`config.mk`:
```
export PLATFORM = sky130hd
export DESIGN_NAME = irp_resolver
export DESIGN_NICKNAME = d
export VERILOG_FILES = /design/src/rtl/irp_pkg.sv /design/src/rtl/irp_pair_decode.sv /design/src/rtl/irp_addr_calc.sv /design/src/rtl/irp_ctrl.sv /design/src/rtl/irp_resolver.sv
export SDC_FILE = /design/constraint.sdc
export NUM_CORES = 1
export LEC_CHECK = 0
export CAP_MARGIN = 10
export CORE_MARGIN = 4
export CORE_UTILIZATION = 35
export DETAILED_ROUTE_END_ITERATION = 7
export GPL_ROUTABILITY_DRIVEN = 0
export PLACE_DENSITY = 0.7
export SLEW_MARGIN = 20
export SYNTH_ARGS = -nofsm -noshare
export SYNTH_HDL_FRONTEND = slang
export SYNTH_HIERARCHICAL = 1
export SYNTH_SLANG_ARGS = --single-unit
```
`constraint.sdc`:
```
create_clock -name clk -period 3.5 [get_ports clk]
set_clock_uncertainty 0.1 [all_clocks]
set_input_delay 0.35 -clock clk [delete_from_list [all_inputs] [get_ports clk]]
set_output_delay 0.35 -clock clk [all_outputs]
set_load 0.005 [all_outputs]
```
`src/rtl/irp_pkg.sv`:
```
// Package: shared codes and state type for the pointer-pair resolver.
// Assumes a pair's first word carries mode in its low MODE_W bits.
package irp_pkg;
    localparam int MODE_W = 4;
    localparam logic [MODE_W-1:0] MODE_SEGIND   = 4'h3;
    localparam logic [MODE_W-1:0] MODE_LINKTRAP = 4'hB;
    localparam int X_EN_BIT    = 4;
    localparam int X_CHAIN_BIT = 5;

    typedef enum logic [1:0] {
        FLT_NONE = 2'd0,
        FLT_LINK = 2'd1,
        FLT_LOOP = 2'd2,
        FLT_MODE = 2'd3
    } fault_e;

    typedef enum logic [2:0] {
        ST_IDLE,
        ST_RD_EVEN,
        ST_WT_EVEN,
        ST_RD_ODD,
        ST_WT_ODD,
        ST_EVAL,
        ST_FAULT
    } state_e;
endpackage

```
`src/rtl/irp_pair_decode.sv`:
```
// Module: splits a fetched word pair into pointer fields and control bits.
// Assumes IDX_SEL_W <= X_EN_BIT so the index number sits below the enable bit.
module irp_pair_decode
    import irp_pkg::*;
#(
    parameter int SEG_W     = 14,
    parameter int WORD_W    = 18,
    parameter int IDX_SEL_W = 3,
    localparam int DATA_W   = SEG_W + WORD_W + MODE_W
) (
    input  logic [DATA_W-1:0]    first_w,
    input  logic [DATA_W-1:0]    second_w,
    output logic [SEG_W-1:0]     ptr_seg,
    output logic [WORD_W-1:0]    ptr_word,
    output logic                 is_ptr,
    output logic                 is_trap,
    output logic                 idx_en,
    output logic [IDX_SEL_W-1:0] idx_num,
    output logic                 chain
);
    logic [MODE_W-1:0] mode;
    logic              unused_bits;

    // Field extraction from the first word.
    always_comb begin
        mode     = first_w[MODE_W-1:0];
        ptr_word = first_w[MODE_W +: WORD_W];
        ptr_seg  = first_w[DATA_W-1 -: SEG_W];
        is_ptr   = (mode == MODE_SEGIND);
        is_trap  = (mode == MODE_LINKTRAP);
    end

    // Control bits from the second word.
    always_comb begin
        idx_en  = second_w[X_EN_BIT];
        chain   = second_w[X_CHAIN_BIT];
        idx_num = second_w[IDX_SEL_W-1:0];
    end

    assign unused_bits = ^{second_w[DATA_W-1:X_CHAIN_BIT+1], second_w[X_EN_BIT-1:IDX_SEL_W]};
endmodule

```
`src/rtl/irp_addr_calc.sv`:
```
// Module: forms the next word number, optionally adding an index register.
// Assumes wrap-around modulo 2^WORD_W.
module irp_addr_calc #(
    parameter int WORD_W = 18
) (
    input  logic [WORD_W-1:0] ptr_word,
    input  logic              idx_en,
    input  logic [WORD_W-1:0] idx_val,
    output logic [WORD_W-1:0] next_word
);
    // Indexed sum, truncated to the word-number width.
    always_comb begin
        next_word = ptr_word + (idx_en ? idx_val : '0);
    end
endmodule

```
`src/rtl/irp_ctrl.sv`:
```
// Module: sequencer that reads pairs, evaluates them and reports the outcome.
// Assumes memory data returns no earlier than the cycle after a read pulse.
module irp_ctrl
    import irp_pkg::*;
#(
    parameter int SEG_W     = 14,
    parameter int WORD_W    = 18,
    parameter int MAX_CHAIN = 16,
    localparam int DATA_W   = SEG_W + WORD_W + MODE_W,
    localparam int CNT_W    = $clog2(MAX_CHAIN + 1)
) (
    input  logic              clk,
    input  logic              rst_n,
    input  logic              start,
    input  logic [SEG_W-1:0]  start_seg,
    input  logic [WORD_W-1:0] start_word,
    input  logic              mem_rvalid,
    input  logic [DATA_W-1:0] mem_rdata,
    input  logic              fault_ack,
    input  logic              is_ptr,
    input  logic              is_trap,
    input  logic              chain,
    input  logic [SEG_W-1:0]  ptr_seg,
    input  logic [WORD_W-1:0] ptr_word,
    input  logic [WORD_W-1:0] next_word,
    output logic [DATA_W-1:0] word0_q,
    output logic [DATA_W-1:0] word1_q,
    output logic              busy,
    output logic              mem_rd,
    output logic [SEG_W-1:0]  mem_seg,
    output logic [WORD_W-1:0] mem_word,
    output logic              done,
    output logic [SEG_W-1:0]  res_seg,
    output logic [WORD_W-1:0] res_word,
    output logic              fault,
    output logic [1:0]        fault_code,
    output logic [SEG_W-1:0]  fault_seg,
    output logic [WORD_W-1:0] fault_word
);
    state_e            st;
    fault_e            flt_q;
    logic [SEG_W-1:0]  cur_seg;
    logic [WORD_W-1:0] cur_word;
    logic [CNT_W-1:0]  cnt;
    logic [WORD_W-1:0] pair_base;

    // Pair base address with the low word bit cleared.
    assign pair_base  = {cur_word[WORD_W-1:1], 1'b0};

    // Read port and status decoding from the state.
    assign mem_rd     = (st == ST_RD_EVEN) || (st == ST_RD_ODD);
    assign mem_seg    = cur_seg;
    assign mem_word   = {cur_word[WORD_W-1:1], st == ST_RD_ODD};
    assign busy       = (st != ST_IDLE) && (st != ST_FAULT);
    assign fault_code = flt_q;

    // Main sequencer: fetch, evaluate, chain, complete or fault.
    always_ff @(posedge clk) begin
        if (!rst_n) begin
            st         <= ST_IDLE;
            flt_q      <= FLT_NONE;
            cur_seg    <= '0;
            cur_word   <= '0;
            cnt        <= '0;
            word0_q    <= '0;
            word1_q    <= '0;
            done       <= 1'b0;
            res_seg    <= '0;
            res_word   <= '0;
            fault      <= 1'b0;
            fault_seg  <= '0;
            fault_word <= '0;
        end else begin
            done <= 1'b0;
            case (st)
                ST_IDLE: begin
                    if (start) begin
                        cur_seg  <= start_seg;
                        cur_word <= start_word;
                        cnt      <= CNT_W'(1);
                        st       <= ST_RD_EVEN;
                    end
                end
                ST_RD_EVEN: st <= ST_WT_EVEN;
                ST_WT_EVEN: begin
                    if (mem_rvalid) begin
                        word0_q <= mem_rdata;
                        st      <= ST_RD_ODD;
                    end
                end
                ST_RD_ODD: st <= ST_WT_ODD;
                ST_WT_ODD: begin
                    if (mem_rvalid) begin
                        word1_q <= mem_rdata;
                        st      <= ST_EVAL;
                    end
                end
                ST_EVAL: begin
                    if (is_trap) begin
                        fault      <= 1'b1;
                        flt_q      <= FLT_LINK;
                        fault_seg  <= ptr_seg;
                        fault_word <= ptr_word;
                        st         <= ST_FAULT;
                    end else if (!is_ptr) begin
                        fault      <= 1'b1;
                        flt_q      <= FLT_MODE;
                        fault_seg  <= cur_seg;
                        fault_word <= pair_base;
                        st         <= ST_FAULT;
                    end else if (chain && (cnt == CNT_W'(MAX_CHAIN))) begin
                        fault      <= 1'b1;
                        flt_q      <= FLT_LOOP;
                        fault_seg  <= ptr_seg;
                        fault_word <= next_word;
                        st         <= ST_FAULT;
                    end else if (chain) begin
                        cur_seg  <= ptr_seg;
                        cur_word <= next_word;
                        cnt      <= cnt + CNT_W'(1);
                        st       <= ST_RD_EVEN;
                    end else begin
                        done     <= 1'b1;
                        res_seg  <= ptr_seg;
                        res_word <= next_word;
                        st       <= ST_IDLE;
                    end
                end
                ST_FAULT: begin
                    if (fault_ack) begin
                        fault <= 1'b0;
                        flt_q <= FLT_NONE;
                        st    <= ST_IDLE;
                    end
                end
                default: st <= ST_IDLE;
            endcase
        end
    end
endmodule

```
`src/rtl/irp_resolver.sv`:
```
// Module: top of the chained pointer-pair resolver.
// Assumes a combinational index register read and a valid-qualified memory return.
module irp_resolver
    import irp_pkg::*;
#(
    parameter int SEG_W     = 14,
    parameter int WORD_W    = 18,
    parameter int NUM_IDX   = 8,
    parameter int MAX_CHAIN = 16,
    localparam int DATA_W    = SEG_W + WORD_W + MODE_W,
    localparam int IDX_SEL_W = $clog2(NUM_IDX)
) (
    input  logic                 clk,
    input  logic                 rst_n,
    input  logic                 start,
    input  logic [SEG_W-1:0]     start_seg,
    input  logic [WORD_W-1:0]    start_word,
    output logic                 busy,
    output logic                 mem_rd,
    output logic [SEG_W-1:0]     mem_seg,
    output logic [WORD_W-1:0]    mem_word,
    input  logic                 mem_rvalid,
    input  logic [DATA_W-1:0]    mem_rdata,
    output logic [IDX_SEL_W-1:0] idx_sel,
    input  logic [WORD_W-1:0]    idx_val,
    output logic                 done,
    output logic [SEG_W-1:0]     res_seg,
    output logic [WORD_W-1:0]    res_word,
    output logic                 fault,
    output logic [1:0]           fault_code,
    output logic [SEG_W-1:0]     fault_seg,
    output logic [WORD_W-1:0]    fault_word,
    input  logic                 fault_ack
);
    logic [DATA_W-1:0] word0_q, word1_q;
    logic [SEG_W-1:0]  ptr_seg;
    logic [WORD_W-1:0] ptr_word, next_word;
    logic              is_ptr, is_trap, idx_en, chain;

    irp_pair_decode #(.SEG_W(SEG_W), .WORD_W(WORD_W), .IDX_SEL_W(IDX_SEL_W)) dec_i (
        .first_w  (word0_q),
        .second_w (word1_q),
        .ptr_seg  (ptr_seg),
        .ptr_word (ptr_word),
        .is_ptr   (is_ptr),
        .is_trap  (is_trap),
        .idx_en   (idx_en),
        .idx_num  (idx_sel),
        .chain    (chain)
    );

    irp_addr_calc #(.WORD_W(WORD_W)) calc_i (
        .ptr_word  (ptr_word),
        .idx_en    (idx_en),
        .idx_val   (idx_val),
        .next_word (next_word)
    );

    irp_ctrl #(.SEG_W(SEG_W), .WORD_W(WORD_W), .MAX_CHAIN(MAX_CHAIN)) ctrl_i (
        .clk        (clk),
        .rst_n      (rst_n),
        .start      (start),
        .start_seg  (start_seg),
        .start_word (start_word),
        .mem_rvalid (mem_rvalid),
        .mem_rdata  (mem_rdata),
        .fault_ack  (fault_ack),
        .is_ptr     (is_ptr),
        .is_trap    (is_trap),
        .chain      (chain),
        .ptr_seg    (ptr_seg),
        .ptr_word   (ptr_word),
        .next_word  (next_word),
        .word0_q    (word0_q),
        .word1_q    (word1_q),
        .busy       (busy),
        .mem_rd     (mem_rd),
        .mem_seg    (mem_seg),
        .mem_word   (mem_word),
        .done       (done),
        .res_seg    (res_seg),
        .res_word   (res_word),
        .fault      (fault),
        .fault_code (fault_code),
        .fault_seg  (fault_seg),
        .fault_word (fault_word)
    );
endmodule

```
==> parameters.txt, run 1 <==
Parameter                              Value

Run status
  Outcome ... completed

Worst setup path
  Max stage delay on crit path ... 0.45 ns
  CP max-delay cell ... sky130_fd_sc_hd__clkdlybuf4s50_1
  Critical-path cell list ... clkdlybuf4s50_1, and2_1, ha_1, inv_1, fa_1, nand2b_1, a21oi_1, o2111ai_2, a21boi_0, mux2i_1, o311ai_1, mux2i_1, o21ai_0, nand4_1, o21ai_0
  Worst Setup End Kind ... flop
  Worst EP required ... 3.70 ns
  Arrival @ worst endpoint ... 3.39 ns
  Crit Path Max Fanout ... 3
  Worst Setup Start Kind ... primary input
  Category of the critical setup timing path ... in2reg

Finish
  Most common library cell in the layout ignoring fill and taps ... sky130_fd_sc_hd__nand2_1
  FF/Latch Area ... 0.00296 mm²
  Layout cell share with drive strength beyond 1 ... 0.0703
  Most used cells in the layout excluding fill and tap cells ... sky130_fd_sc_hd__nand2_1 (262), sky130_fd_sc_hd__clkdlybuf4s50_1 (193), sky130_fd_sc_hd__dfxtp_1 (148), sky130_fd_sc_hd__a21boi_0 (64), sky130_fd_sc_hd__nand3_1 (56)
  Diodes inserted ... 0
  Area of combinational cells with multiple inputs ... 0.00426 mm²
  Filler Cell Count ... 2,129
  Final nets ... 1,208
  Area Overhead vs Synth ... 30.8%

Floorplan
  Core box area ... 0.0220 mm²
  Vert. Die Dim ... 158 µm
  Width of the die ... 158 µm
  Die Footprint ... 0.0250 mm²
  Site Rows ... 54
  Starting Density ... 0.359
  Boundary Pins ... 196

Clock network
  Deepest level of the CTS H-tree ... 4
  CTS tree ... built
  Sink count of the clock tree ... 148
  Clock slew at the register clock pins of the worst setup and hold paths ... 0.07 ns
  TritonCTS Buffers ... 17
  Buffer levels on the longest clock path ... 2
  Total of cells resized after clock tree synthesis ... 0
  Number of buffers inserted for hold repair after clock tree synthesis ... 0
  CTS root buf ... sky130_fd_sc_hd__clkbuf_16
  Clock insertion delay at the later pin of the skew report ... 0.42 ns
  Buffers inserted by post-CTS timing repair ... 0

Detailed routing
  Vias after detailed routing ... 7,208
  Total DRC errors in the routed layout ... 0
  Remaining antenna violation count ... 0
  Total wire length after detailed routing ... 24,200 µm
  Starting DRC count in detailed routing ... 490
  Router iterations before antenna repair ... 5
  Mean routed wirelength per cell ... 17.4 µm
  Average vias per placed instance ... 5.19

Global route
  First-pass GRT wire length ... 38,100 µm
  Total congestion overflow ... 0
  Via count of the first global-routing pass ... 7,170
  Global router's overall resource usage ... 0.192
  Number of antenna violations at the first check in global routing ... 0
  Largest net degree at the start of global routing ... 71

Place
  Post-DP HPWL ... 17,300 µm
  Post-place setup slack ... -0.0312 ns
  Port Buf Inserts ... 194

Power
  Worst supply voltage drop on vdd ... 309 µV
  Pleak ... 4.28 nW
  Total power of the final layout ... 0.00447 W
  Total power density per cell area ... 433 mW/mm²

Synthesis
  Synthesized area per cell ... 8.13 µm²
  Mapped Area ... 0.00788 mm²
  Syn Nets ... 1,081
  Yosys warning count ... 6
  Post-synthesis cell count ... 970

STA
  Final worst setup slack ... 0.314 ns
  Final count of negative-setup-slack endpoints ... 0
  Crit share post-route ... 0.910
  Max Transition Viols Final ... 0
  Slew headroom ... 0.438
  Minimum clock period after layout ... 3.19 ns
  Count of final hold-check violations ... 0
  Highest clock frequency the design can meet ... 314 MHz
  Worst Tran Pin Value ... 0.841 ns
  RSZ-0062 raised after global routing ... no

Worst hold path
  Type of the tightest min-delay check ... reg2reg

Run
  Max-Cap Viols ... 0
## path summary, 6_finish.rpt
check	from	to	slack (ns)	cells after the start
min reg2reg	ctrl_i/res_word[1]	ctrl_i/res_word[1]	0.35	2
max	idx_val[0]	ctrl_i/fault_word[14]	0.31	15
min	ctrl_i/res_word[1]	ctrl_i/res_word[1]	0.35	2
max reg2reg	ctrl_i/word1_q[4]	ctrl_i/fault_word[14]	0.38	14
## report_power, final
group	internal, W	total [W]	switching [W]	leakage, nW
logic	0.000435	0.000808	0.000373	2.81
clock network	0.000926	0.00172	0.000798	0.260
registers	0.00180	0.00194	0.000134	1.20
total	0.00316	0.00447	0.00131	4.28
## registers in the layout (all words and copies together) (netlist names)
name               cells
ctrl_i/fault_code      2
ctrl_i/res_seg        14
ctrl_i/cnt             5
ctrl_i/fault_word     18
ctrl_i/st              3
ctrl_i/res_word       18
ctrl_i/cur_word       17
ctrl_i/fault           1
ctrl_i/done            1
ctrl_i/word1_q         5
ctrl_i/fault_seg      14
ctrl_i/mem_seg        14
ctrl_i/word0_q        36
## routing by layer
metal / vias up / part of all wire / track usage
li1: 3544 / - / -
met1: 3375 / 0.45 / 0.255
met2: 244 / 0.45 / 0.305
met3: 45 / 0.068 / 0.0435
met4: 0 / 0.032 / 0.0764
met5: - / 0 / 0
## critical path, delay by kind of cell
| family | cells | cell delay, ns |
|---|---|---|
| compound gates | 6 | 1.10 |
| simple gates | 3 | 0.45 |
| mux | 2 | 0.39 |
| fa+ha+maj | 2 | 0.57 |
| buf+inv | 2 | 0.52 |
## layout make-up
cell class,count,area share
Multi-Input combinational cell,701,0.413
Sequential cell,148,0.287
Clock buffer,17,0.0413
Inverter,9,0.00328
Clock inverter,15,0.0124
Tap cell,280,0.0340
Timing Repair Buffer,220,0.208
## through the flow
stage / util / cell area [µm²] / hold WS (ns) / TNS (ns) / std cells
floorplan: - / 7880 / 0.342 / 0 / 970
global placement: 0.444 / 9760 / 0.345 / -0.0146 / 1358
detailed placement: 0.444 / 9760 / 0.346 / -0.0541 / 1358
CTS: 0.469 / 10300 / 0.349 / 0 / 1390
global route: 0.469 / 10300 / 0.370 / 0 / 1390
finish: 0.469 / 10300 / 0.353 / 0 / 1390
Power figures use the tool's default switching activity.
==> run 2, diff against run 1 <==
--- a/config.mk
+++ b/config.mk
@@ -16,3 +16,4 @@
 export SYNTH_HDL_FRONTEND = slang
 export SYNTH_HIERARCHICAL = 1
 export SYNTH_SLANG_ARGS = --single-unit
+export TNS_END_PERCENT = 5
==> results of run 2 <==
No change in the layout: final DEF, timing and power equal those of run 1.
==> run 3, diff against run 2 <==
--- a/config.mk
+++ b/config.mk
@@ -11,7 +11,7 @@
 export DETAILED_ROUTE_END_ITERATION = 7
 export GPL_ROUTABILITY_DRIVEN = 0
 export PLACE_DENSITY = 0.7
-export SLEW_MARGIN = 20
+export SLEW_MARGIN = 5
 export SYNTH_ARGS = -nofsm -noshare
 export SYNTH_HDL_FRONTEND = slang
 export SYNTH_HIERARCHICAL = 1
==> results of run 3 <==
No change in the layout: final DEF, timing and power equal those of run 1.
